==> src/rtl/pbpm_pkg.sv <==
// Package: shared widths and types for the P-bit parity monitor.
// Assumes the count width is a whole number of bytes.
package pbpm_pkg;
    localparam int CNT_W   = 16;
    localparam int BYTE_W  = 8;
    localparam int N_BYTES = CNT_W / BYTE_W;

    typedef logic [CNT_W-1:0] cnt_t;
    typedef logic [BYTE_W-1:0] byte_t;

    // The two P bits of one frame as seen at the frame-end decision point
    typedef struct packed {
        logic first;
        logic second;
    } pbits_t;
endpackage

==> src/rtl/pbpm_frame_check.sv <==
// Module: pbpm_frame_check
// Accumulates information-bit parity per frame, captures both P bits and,
// on the frame-end cycle, decides whether the frame is a parity error.
// Assumes strobes are one bit time wide and that the framer marks at most
// one P slot per cycle. A P slot may share the frame-end cycle; the bit is
// bypassed combinationally so single-cycle frames still judge correctly.
module pbpm_frame_check
    import pbpm_pkg::*;
(
    input  logic clk,
    input  logic rst_n,
    input  logic rx_bit,
    input  logic info_stb,
    input  logic p1_stb,
    input  logic p2_stb,
    input  logic frame_end,
    input  logic oof,
    input  logic e3_mode,
    input  logic count_in_oof,
    output logic frame_inc
);
    logic   run_par_q;
    logic   prev_par_q;
    logic   prev_ok_q;
    pbits_t pcap_q;
    pbits_t pnow;
    logic   frame_par;
    logic   pair_bad;
    logic   ref_bad;
    logic   count_gate;

    // Present P bits, with bypass for a P slot on the current cycle
    always_comb begin
        pnow.first  = p1_stb ? rx_bit : pcap_q.first;
        pnow.second = p2_stb ? rx_bit : pcap_q.second;
    end

    // Parity of this frame including an info bit on the frame-end cycle
    assign frame_par = run_par_q ^ (info_stb & rx_bit);

    // Running XOR of information bits, restarted at each frame boundary
    always_ff @(posedge clk) begin
        if (!rst_n)
            run_par_q <= 1'b0;
        else if (frame_end)
            run_par_q <= 1'b0;
        else if (info_stb)
            run_par_q <= run_par_q ^ rx_bit;
    end

    // Parity of the frame just finished, the reference for the next frame
    always_ff @(posedge clk) begin
        if (!rst_n)
            prev_par_q <= 1'b0;
        else if (frame_end)
            prev_par_q <= frame_par;
    end

    // Reference validity: lost while out of frame, earned by one whole frame
    always_ff @(posedge clk) begin
        if (!rst_n)
            prev_ok_q <= 1'b0;
        else if (oof)
            prev_ok_q <= 1'b0;
        else if (frame_end)
            prev_ok_q <= 1'b1;
    end

    // Capture registers for the two P-bit slots
    always_ff @(posedge clk) begin
        if (!rst_n)
            pcap_q <= '0;
        else
            pcap_q <= pnow;
    end

    // Error decision: pair disagreement, or agreement against a bad reference
    always_comb begin
        pair_bad   = pnow.first ^ pnow.second;
        ref_bad    = prev_ok_q & (pnow.first ^ prev_par_q);
        count_gate = !e3_mode && (!oof || count_in_oof);
        frame_inc  = frame_end && count_gate && (pair_bad || ref_bad);
    end
endmodule

==> src/rtl/pbpm_err_count.sv <==
// Module: pbpm_err_count
// Saturating error counter. Restart on update keeps an increment from the
// same cycle; a force-zero input holds the count at zero.
// Assumes inc is at most one pulse per cycle.
module pbpm_err_count
    import pbpm_pkg::*;
(
    input  logic clk,
    input  logic rst_n,
    input  logic inc,
    input  logic restart,
    input  logic force_zero,
    output cnt_t cnt
);
    localparam cnt_t CNT_MAX = {CNT_W{1'b1}};
    localparam cnt_t CNT_ONE = cnt_t'(1);

    logic at_max;
    assign at_max = (cnt == CNT_MAX);

    // Count step: zero-force, restart with carry-in, or saturating increment
    always_ff @(posedge clk) begin
        if (!rst_n)
            cnt <= '0;
        else if (force_zero)
            cnt <= '0;
        else if (restart)
            cnt <= inc ? CNT_ONE : '0;
        else if (inc && !at_max)
            cnt <= cnt + CNT_ONE;
    end
endmodule

==> src/rtl/pbpm_hold_reg.sv <==
// Module: pbpm_hold_reg
// Holding register that snapshots the count on a load strobe and presents
// it split into bytes, least significant byte at index zero.
module pbpm_hold_reg
    import pbpm_pkg::*;
(
    input  logic                clk,
    input  logic                rst_n,
    input  logic                load,
    input  cnt_t                din,
    output byte_t [N_BYTES-1:0] bytes_o
);
    cnt_t held_q;

    // Snapshot of the count taken on each load strobe
    always_ff @(posedge clk) begin
        if (!rst_n)
            held_q <= '0;
        else if (load)
            held_q <= din;
    end

    // Byte lanes of the held value
    for (genvar b = 0; b < N_BYTES; b++) begin : g_lane
        assign bytes_o[b] = held_q[b*BYTE_W +: BYTE_W];
    end
endmodule

==> src/rtl/pbit_parity_monitor.sv <==
// Module: pbit_parity_monitor
// Top of the DS3 P-bit parity error counter: frame judge, saturating
// counter and byte-wide holding register. Assumes a framer supplies the
// position strobes and that the holding value is read as two bytes.
module pbit_parity_monitor
    import pbpm_pkg::*;
(
    input  logic       clk,
    input  logic       rst_n,
    input  logic       rx_bit,
    input  logic       info_stb,
    input  logic       p1_stb,
    input  logic       p2_stb,
    input  logic       frame_end,
    input  logic       oof,
    input  logic       e3_mode,
    input  logic       count_in_oof,
    input  logic       update_stb,
    output logic [7:0] held_lo,
    output logic [7:0] held_hi
);
    logic                frame_inc;
    cnt_t                cnt_q;
    byte_t [N_BYTES-1:0] lanes;

    pbpm_frame_check u_judge (
        .clk          (clk),
        .rst_n        (rst_n),
        .rx_bit       (rx_bit),
        .info_stb     (info_stb),
        .p1_stb       (p1_stb),
        .p2_stb       (p2_stb),
        .frame_end    (frame_end),
        .oof          (oof),
        .e3_mode      (e3_mode),
        .count_in_oof (count_in_oof),
        .frame_inc    (frame_inc)
    );

    pbpm_err_count u_count (
        .clk        (clk),
        .rst_n      (rst_n),
        .inc        (frame_inc),
        .restart    (update_stb),
        .force_zero (e3_mode),
        .cnt        (cnt_q)
    );

    pbpm_hold_reg u_hold (
        .clk     (clk),
        .rst_n   (rst_n),
        .load    (update_stb),
        .din     (cnt_q),
        .bytes_o (lanes)
    );

    assign held_lo = lanes[0];
    assign held_hi = lanes[1];
endmodule

==> config.mk <==
export PLATFORM = sky130hd
export DESIGN_NAME = pbit_parity_monitor
export DESIGN_NICKNAME = d
export VERILOG_FILES = /design/src/rtl/pbpm_pkg.sv /design/src/rtl/pbpm_frame_check.sv /design/src/rtl/pbpm_err_count.sv /design/src/rtl/pbpm_hold_reg.sv /design/src/rtl/pbit_parity_monitor.sv
export SDC_FILE = /design/constraint.sdc
export NUM_CORES = 1
export LEC_CHECK = 0
export ABC_AREA = 1
export CAP_MARGIN = 5
export CELL_PAD_IN_SITES_DETAIL_PLACEMENT = 0
export CELL_PAD_IN_SITES_GLOBAL_PLACEMENT = 1
export CORE_MARGIN = 2
export CORE_UTILIZATION = 35
export DETAILED_ROUTE_END_ITERATION = 16
export PLACE_DENSITY_LB_ADDON = 0.1
export SLEW_MARGIN = 20
export SYNTH_ARGS = -nofsm -noshare
export SYNTH_HDL_FRONTEND = slang
export SYNTH_SLANG_ARGS = --single-unit
==> constraint.sdc <==
create_clock -name clk -period 1.6 [get_ports clk]
set_input_delay 0.4 -clock clk [delete_from_list [all_inputs] [get_ports clk]]
set_output_delay 0.4 -clock clk [all_outputs]
set_load 0.02 [all_outputs]
==> run_results.csv, run 1 <==
group,metric,value,unit
finish,antenna_cells,0,
clocking,insertion_delay,290,ps
placement,place.gp.congestion,0.797,
power_and_ir_drop,p_leak,1.11,nW
clocking,cts_hold_buf,0,
grt,grt_pass1_vias,1704,
die,io_pins,27,
clocking,cts_tree,"done",
clocking,numCtsBuffers,5,
timing,rsz0062_at_grt,"no",
power_and_ir_drop,ir_drop,0.322,mV
route,viasPerCell,4.53,
critical_path,critPathMaxStageDelay,470,ps
clocking,clock_path_buffers,2,
timing,post-route-min-period,1510,ps
synth,synth_nets,286,
run,maxCapViolCount,0,
route,wl_per_cell,11.4,µm
finish,final_common_cell,"nand2_1",
critical_path,crit_buf_inv,2,
die,dieArea,5900,µm²
grt,grtUsageTotal,16.6,%
critical_path,path_max_fanout,6,
critical_path,crit_family,"buffers and inverters",
synth,yosysSeqAreaShare,39.9,%
synth,synth_top_cell_by_area,"dfxtp_1",
synth,synthesis.area,1860,µm²
grt,grt_pass1_wl,7880,µm
finish,final_cell_mix,"nand2_1, dfxtp_1, nor2_1",
finish,final_nets,338,
critical_path,cp.required,1790,ps
route,drtPass1Iterations,7,
timing,fin_hold_ws,470,ps
power_and_ir_drop,combinationalPowerShare,14.1,%
critical_path,path_class,"in2reg",
synth,synthCells,274,
finish,drive_gt1_share,20.8,%
timing,setup_viol,0,
timing,report.final.slew_viol_count,0,
die,start_util,36.4,%
power_and_ir_drop,internal_power,0.00137,W
synth,synthTopCellsByArea,"dfxtp_1, nand2_1, nor2_1",
power_and_ir_drop,powerDensity,732,nW/µm²
placement,dp_hpwl,3300,µm
timing,fin_worst_skew,3.62,ps
synth,ys_ff_latch,37,
timing,period_share,94.5,%
route,vias,1799,
critical_path,startpoint_type,"input port",
finish,syn2layout_area_growth,37.3,%
critical_path,critPathCaptureType,"register",
critical_path,crit_chain,"clkdlybuf4s50_1 > a21oi_4 > nand3_2 > nor2_4 > clkbuf_16 > nand3_1 > nand2_1 > nor2_2",
power_and_ir_drop,p_clk_share,34.4,%
grt,gr-total-overflow,0,
power_and_ir_drop,netSwitchingPower,0.000500,W
critical_path,crit_slowest_cell,"clkdlybuf4s50_1",
synth,synth_top_cell_area_share,39.9,%
die,core-area,5110,µm²
synth,synth_area_per_cell,6.78,µm²
placement,placedCellCount,386,
grt,grt_max_degree,18,
timing,max_slew.worst_pin.slew,368,ps
clocking,cts_num_sinks,37,
timing,relSlewSlack,75.4,%
synth,yosysUniqueCellTypes,24,
power_and_ir_drop,power.share.sequential,51.5,%
finish,fin_cells,397,
timing,fmax,661,MHz
clocking,htreeDepth,2,
route,drc,0,
min_path,hold_class,"in2reg",
die,fp-row-count,26,
power_and_ir_drop,swShare,26.8,%
route,drt_first_iter_violations,55,
route,ant_nets,0,
timing,final_hold_viol_count,0,
placement,port_buffers,26,
route,totalWireLength,4530,µm
clocking,cts_root_buf,"clkbuf_8",
grt,antenna_found_initial,0,
critical_path,worst_ep_arrival_time,1710,ps
die,die_h,76.8,µm
outcome,status,"completed",
synth,ys.warnings.count,0,
clocking,cts.clk_slew.worst_paths,70,ps
die,die_w,76.8,µm
tightest hold or removal path, cell delays in order:
cell and delay (ps):
dlymetal6s2s_1 130, buf_4 140, nor3_1 40
final timing paths:
check,startpoint,end,slack [ps],cells past startpoint
setup / recovery,oof,u_count.cnt[3]$_SDFFE_PP0P_,90,8
hold / removal,frame_end,u_judge.run_par_q$_SDFFE_PP0P_,470,3
setup reg to reg,u_count.cnt[1]$_SDFFE_PP0P_,u_count.cnt[15]$_SDFFE_PP0P_,130,9
hold reg to reg,u_hold.bytes_o[5]$_SDFFE_PN0P_,u_hold.bytes_o[5]$_SDFFE_PN0P_,490,2
synthesized netlist by cell type (all sizes together):
cell type  instances
nand3             29
xor2               4
clkinv             3
clkbuf             4
nor2              48
nand2             66
o21ai             18
ha                 1
inv               32
a21oi             21
nor3               4
buf                4
nand4              3
dfxtp             37
flip-flops by register name, indices dropped and copies added (netlist names):
name and cells:
u_hold.bytes_o 16, u_judge.prev_par_q 1, u_judge.prev_ok_q 1, u_count.cnt 16, u_judge.pcap_q 2, u_judge.run_par_q 1
stage by stage:
| step | utilization, % | setup slack (ps) | power [W] | setup TNS (ps) | area [µm²] |
|---|---|---|---|---|---|
| 2_1_floorplan | - | 207 | 0.00112 | 0 | 1860 |
| 3_3_place_gp | 46.6 | -364 | 0.00124 | -4570 | 2380 |
| 3_5_place_dp | 46.6 | -386 | 0.00124 | -4870 | 2380 |
| 4_1_cts | 48.0 | -5.80 | 0.00187 | -5.80 | 2450 |
| 5_1_grt | 49.9 | 2.07 | 0.00195 | 0 | 2550 |
| 6_report | 49.9 | 87.7 | 0.00187 | 0 | 2550 |
what timing repair did:
action	in CTS	in global routing
gates cloned	0	2
setup buffers	0	1
gates resized for setup	20	16
setup endpoints to repair	23	16
pin swaps	1	8
layout make-up:
class	instances	area, µm²
well taps	70	87.6
clock buffers	6	72.6
clock inverters	2	10.0
inverters	35	131
multi-input cells	195	1010
repair buffers	52	495
fillers	556	2560
flip-flops and latches	37	741
layer usage:
layer | up-vias | GRT usage [%] | routed length (µm)
met5 | - | 0 | 0
met4 | 0 | 5.64 | 67
met3 | 6 | 4.00 | 209
met2 | 28 | 26.0 | 2020
met1 | 791 | 22.3 | 2230
li1 | 974 | - | -
kinds of logic after synthesis:
kind of cell / synth area share, %
xor+xnor: 1.89
compound gates: 11.1
simple gates: 37.1
buf+inv: 9.30
flops: 39.9
fa+ha+maj: 0.674
power by group through the flow:
stage,logic (W),clock network (W),registers [W]
6_report,0.000263,0.000642,0.000960
2_1_floorplan,0.000109,0,0.00101
3_3_place_gp,0.000259,0,0.000982
5_1_grt,0.000296,0.000695,0.000964
3_5_place_dp,0.000260,0,0.000982
4_1_cts,0.000248,0.000663,0.000960
No activity file was read; power rests on OpenSTA's default activity.
==> run 2: changes to the inputs <==
- CTS_BUF_LIST: not set -> sky130_fd_sc_hd__clkbuf_2
==> run 2 against run 1 <==
  * Maximum frequency increased by 1.4%
  * Routed wire length decreased by 1.7%
  * Critical path depth is 7 lower
  * Worst hold slack improved by 6.7 ps
==> run_results.csv, run 2 (synthesized netlist as in run 1, its figures left out) <==
group,metric,value,unit
outcome,status,"completed",
critical_path,cp-startpoint,"u_hold.bytes_o[13]$_SDFFE_PN0P_",
critical_path,r2r_start,"u_count.cnt[0]$_SDFFE_PP0P_",
critical_path,critPathCaptureType,"output pin",
timing,setup_viol,0,
grt,gr-total-overflow,0,
die,io_pins,27,
placement,dp_hpwl,3300,µm
critical_path,path_max_fanout,2,
timing,max_slew.worst_pin.slew,371,ps
route,viasPerCell,4.56,
clocking,numCtsBuffers,5,
timing,final_hold_viol_count,0,
timing,fmax,670,MHz
die,die_w,76.8,µm
grt,antenna_found_initial,0,
timing,tns,0,ps
power_and_ir_drop,ir_drop,0.343,mV
clocking,cts_hold_buf,0,
die,die_h,76.8,µm
critical_path,crit_slowest_cell,"dfxtp_1",
clocking,cts_num_sinks,37,
finish,n_fill_cell,571,
clocking,htreeDepth,2,
finish,final_nets,338,
finish,final_common_cell,"nand2_1",
critical_path,startpoint_type,"register",
clocking,cts.clk_slew.worst_paths,190,ps
finish,final_cell_mix,"nand2_1, nor2_1, dfxtp_1",
route,totalWireLength,4460,µm
timing,fin_worst_skew,16.7,ps
finish,fin_util,48.5,%
finish,finish.instance_area,2470,µm²
die,start_util,36.4,%
clocking,cts_tree,"done",
grt,grtUsageTotal,16.6,%
critical_path,cp.required,1200,ps
timing,relSlewSlack,75.2,%
critical_path,path_class,"reg2out",
route,drc,0,
min_path,hold_class,"in2reg",
route,ant_nets,0,
critical_path,worst_ep_arrival_time,1090,ps
clocking,cts_root_buf,"clkbuf_2",
die,core-area,5110,µm²
timing,report.final.slew_viol_count,0,
finish,syn2layout_area_growth,33.3,%
route,wl_per_cell,11.2,µm
clocking,clock_path_buffers,2,
power_and_ir_drop,p_leak,1.07,nW
die,fp-row-count,26,
grt,grt_pass1_wl,7860,µm
finish,antenna_cells,0,
route,vias,1809,
placement,place_area,2380,µm²
route,drt_first_iter_violations,46,
timing,post-route-min-period,1490,ps
finish,drive_gt1_share,20.8,%
run,maxCapViolCount,0,
die,dieArea,5900,µm²
critical_path,crit_chain,"dlygate4sd2_1",
critical_path,crit_family,"flip-flops",
grt,grt_pass1_vias,1708,
critical_path,critPathMaxStageDelay,370,ps
power_and_ir_drop,powerDensity,664,nW/µm²
placement,place.gp.congestion,0.797,
timing,period_share,93.2,%
clocking,insertion_delay,390,ps
grt,grt_max_degree,18,
critical_path,crit_buf_inv,1,
min_path,min_from,"rx_bit",
placement,port_buffers,26,
route,drtPass1Iterations,5,
[run 2: cell count changes in the layout (fill, tap and decap cells not counted), sizes merged]
cell           delta
clkinv            +1
clkbuf            -1
buf               +2
inv               -1
dlygate4sd2       -2
dlymetal6s2s      -2
clkdlybuf4s50     +4
nand3             -1
[run 2: per-layer routing]
metal  up-vias  part of all wire (%)  GRT usage [%]
met4         0                   1.4           6.00
li1        971                     -              -
met2        24                    45           26.2
met1       808                    50           22.1
met5         -                     0              0
met3         6                   3.6           3.65
[run 2: worst paths after layout]
check             slack, ps                             end  cells past startpoint
setup reg to reg        130     u_count.cnt[1]$_SDFFE_PP0P_                     10
setup / recovery        110                      held_hi[5]                      1
hold reg to reg         520  u_hold.bytes_o[5]$_SDFFE_PN0P_                      2
hold / removal          480    u_judge.pcap_q[1]$_SDFF_PN0_                      5
[run 2: where the power goes]
group          internal, W  switching (W)  leakage [nW]
Clock             0.000110       0.000316        0.0327
Sequential        0.000951      0.0000121         0.303
Combinational     0.000113       0.000141         0.729
[run 2: metrics by stage]
stage | hold slack, ps | std cells | setup WS, ps | power, W
final | 477 | 397 | 108 | 0.00164
after global routing | 529 | 397 | -15.0 | 0.00173
after CTS | 518 | 397 | 16.7 | 0.00167
after detailed placement | 486 | 386 | -386 | 0.00124
after global placement | 479 | 386 | -364 | 0.00124
after floorplan | 457 | 274 | 207 | 0.00112
[run 2: layout make-up]
class,count,area [µm²],share of cell area [%]
multi-input cells,194,988,39.9
flip-flops and latches,37,744,30.1
repair buffers,53,483,19.5
inverters,35,131,5.31
well taps,70,87.6,3.54
clock buffers,6,30.0,1.21
clock inverters,2,10.0,0.404
[run 2: what timing repair did]
item | 4_1_cts | 5_1_grt
cloned | 0 | 0
pin swaps | 1 | 3
buffers inserted | 3 | 0
setup endpoints to repair | 19 | 15
resized for setup | 16 | 14
[run 2: worst reg2reg max path, delay by kind of cell (launching register included)]
kind	cells	cell delay, ps
AO/OA/AOI/OAI	1	140
AND/OR/NAND/NOR	5	450
adder cells (fa/ha/maj)	1	150
flip-flops	1	400
buffers and inverters	3	270
==> run 3: changes to the inputs <==
- clock period: 1.6 -> 1.37 ns (I/O delays scaled with it)
==> run 3 against run 2 <==
  * The flow now finishes with violations (negative setup slack)
  * Final cell count up 4.5%
  * Register-to-register slack worse by 200 ps
  * Combinational power up 20%
  * Sequential power up 17%
  * Sequential share of layout area down 1.5 points
  * Non-clock buffer count up 18
  * Worst hold slack worse by 170 ps
  * Critical path type is now in2reg
==> run_results.csv, run 3 (synthesized netlist as in run 1, its figures left out) <==
group,metric,value,unit
outcome,status,"complete, but fails checks",
outcome,violations,"negative setup slack",
route,wl_per_cell,11.7,µm
critical_path,r2r_start,"u_count.cnt[6]$_SDFFE_PP0P_",
finish,final_common_cell,"nand2_1",
critical_path,path_max_fanout,5,
die,io_pins,27,
timing,post-route-min-period,1440,ps
die,start_util,36.4,%
timing,report.final.slew_viol_count,0,
grt,grtUsageTotal,17.8,%
grt,grt_pass1_vias,1793,
run,maxCapViolCount,0,
critical_path,worst_ep_arrival_time,1770,ps
critical_path,cp.required,1700,ps
critical_path,crit_family,"buffers and inverters",
power_and_ir_drop,swShare,26.4,%
grt,gr-total-overflow,0,
placement,place.gp.congestion,0.828,
timing,fin_worst_skew,15.9,ps
power_and_ir_drop,ir_drop,0.386,mV
power_and_ir_drop,power,0.00212,W
clocking,insertion_delay,390,ps
power_and_ir_drop,power.share.sequential,53.3,%
die,die_h,76.8,µm
die,dieArea,5900,µm²
timing,period_share,105,%
timing,setup_viol,8,
min_path,hold_class,"in2reg",
timing,setup_ws,-73.2,ps
die,core-area,5110,µm²
grt,antenna_found_initial,0,
clocking,numCtsBuffers,5,
route,totalWireLength,4840,µm
clocking,cts_hold_buf,0,
route,ant_nets,0,
finish,final_cell_mix,"nand2_1, buf_4, nor2_1",
grt,grt_pass1_wl,8430,µm
clocking,htreeDepth,2,
critical_path,cp-startpoint,"p1_stb",
timing,rsz0062_at_grt,"yes",
critical_path,crit_chain,"clkdlybuf4s50_1 > inv_1 > nand2_1 > nand2_2 > nor2_2 > nor2_4 > nand3_4 > buf_12 > nand3_1 > a21oi_2",
critical_path,critPathCaptureType,"register",
critical_path,startpoint_type,"input port",
clocking,clock_path_buffers,2,
critical_path,crit_buf_inv,3,
power_and_ir_drop,netSwitchingPower,0.000559,W
die,die_w,76.8,µm
timing,fin_hold_ws,305,ps
placement,dp_hpwl,3560,µm
clocking,cts_num_sinks,37,
grt,grt_max_degree,16,
timing,final_hold_viol_count,0,
critical_path,path_class,"in2reg",
route,drtPass1Iterations,4,
clocking,cts_tree,"done",
power_and_ir_drop,combinationalPowerShare,14.4,%
timing,max_slew.worst_pin.slew,344,ps
power_and_ir_drop,p_clk_share,32.2,%
timing,relSlewSlack,77.1,%
placement,port_buffers,26,
min_path,min_from,"frame_end",
power_and_ir_drop,internal_power,0.00156,W
finish,drive_gt1_share,42.3,%
timing,fmax,693,MHz
clocking,cts.clk_slew.worst_paths,180,ps
route,viasPerCell,4.51,
route,vias,1873,
route,drc,0,
finish,final_nets,356,
die,fp-row-count,26,
route,drt_first_iter_violations,47,
finish,syn2layout_area_growth,45.5,%
critical_path,critPathMaxStageDelay,480,ps
power_and_ir_drop,p_leak,1.18,nW
power_and_ir_drop,powerDensity,783,nW/µm²
clocking,cts_root_buf,"clkbuf_2",
critical_path,crit_slowest_cell,"clkdlybuf4s50_1",
finish,antenna_cells,0,
-- run 3: final cells by class --
| class | count | area, µm² |
|---|---|---|
| flip-flops and latches | 37 | 772 |
| clock inverters | 2 | 33.8 |
| repair buffers | 71 | 559 |
| multi-input cells | 194 | 1090 |
| inverters | 35 | 133 |
| clock buffers | 6 | 30.0 |
| well taps | 70 | 87.6 |
| fillers | 542 | 2410 |
-- run 3: power groups by stage --
stage	combinational, W	sequential [W]	clock, W
floorplan	0.000128	0.00118	0
global placement	0.000306	0.00115	0
detailed placement	0.000307	0.00115	0
CTS	0.000301	0.00113	0.000715
global route	0.000342	0.00113	0.000748
finish	0.000305	0.00113	0.000682
-- run 3: worst register-to-register path, delay by kind of cell (launching register included) --
kind	cells	cell delay (ps)
simple gates	6	660
flops	1	390
buf+inv	2	190
compound gates	1	150
-- run 3: layer usage --
layer | GRT usage [%] | wire length, µm
met4 | 5.45 | 60
met3 | 3.88 | 120
met5 | 0 | 0
met2 | 29.4 | 2260
met1 | 23.1 | 2400
-- run 3: final timing paths --
path	end	slack (ps)	cells after the start
worst max register to register	u_count.cnt[4]$_SDFFE_PP0P_	-70	9
worst min-delay path	u_judge.run_par_q$_SDFFE_PP0P_	300	3
worst max-delay path	u_count.cnt[4]$_SDFFE_PP0P_	-70	10
worst min register to register	u_judge.prev_ok_q$_SDFFE_PP0P_	520	2
-- run 3: repair_timing --
action	CTS	global route
endpoints found under the hold margin	0	0
gates resized for setup	99	28
setup buffers	4	1
endpoints found under the setup margin	31	21
pin swaps	12	11
-- run 3: metrics by stage --
| step | TNS (ps) | util (%) | cell area [µm²] | std cells | setup slack, ps |
|---|---|---|---|---|---|
| floorplan | 0 | - | 1860 | 274 | 13.6 |
| global placement | -7860 | 49.1 | 2510 | 402 | -487 |
| detailed placement | -8000 | 49.1 | 2510 | 402 | -492 |
| CTS | -159 | 51.9 | 2650 | 414 | -40.1 |
| global route | -1590 | 52.9 | 2700 | 415 | -184 |
| finish | -299 | 52.9 | 2700 | 415 | -73.2 |
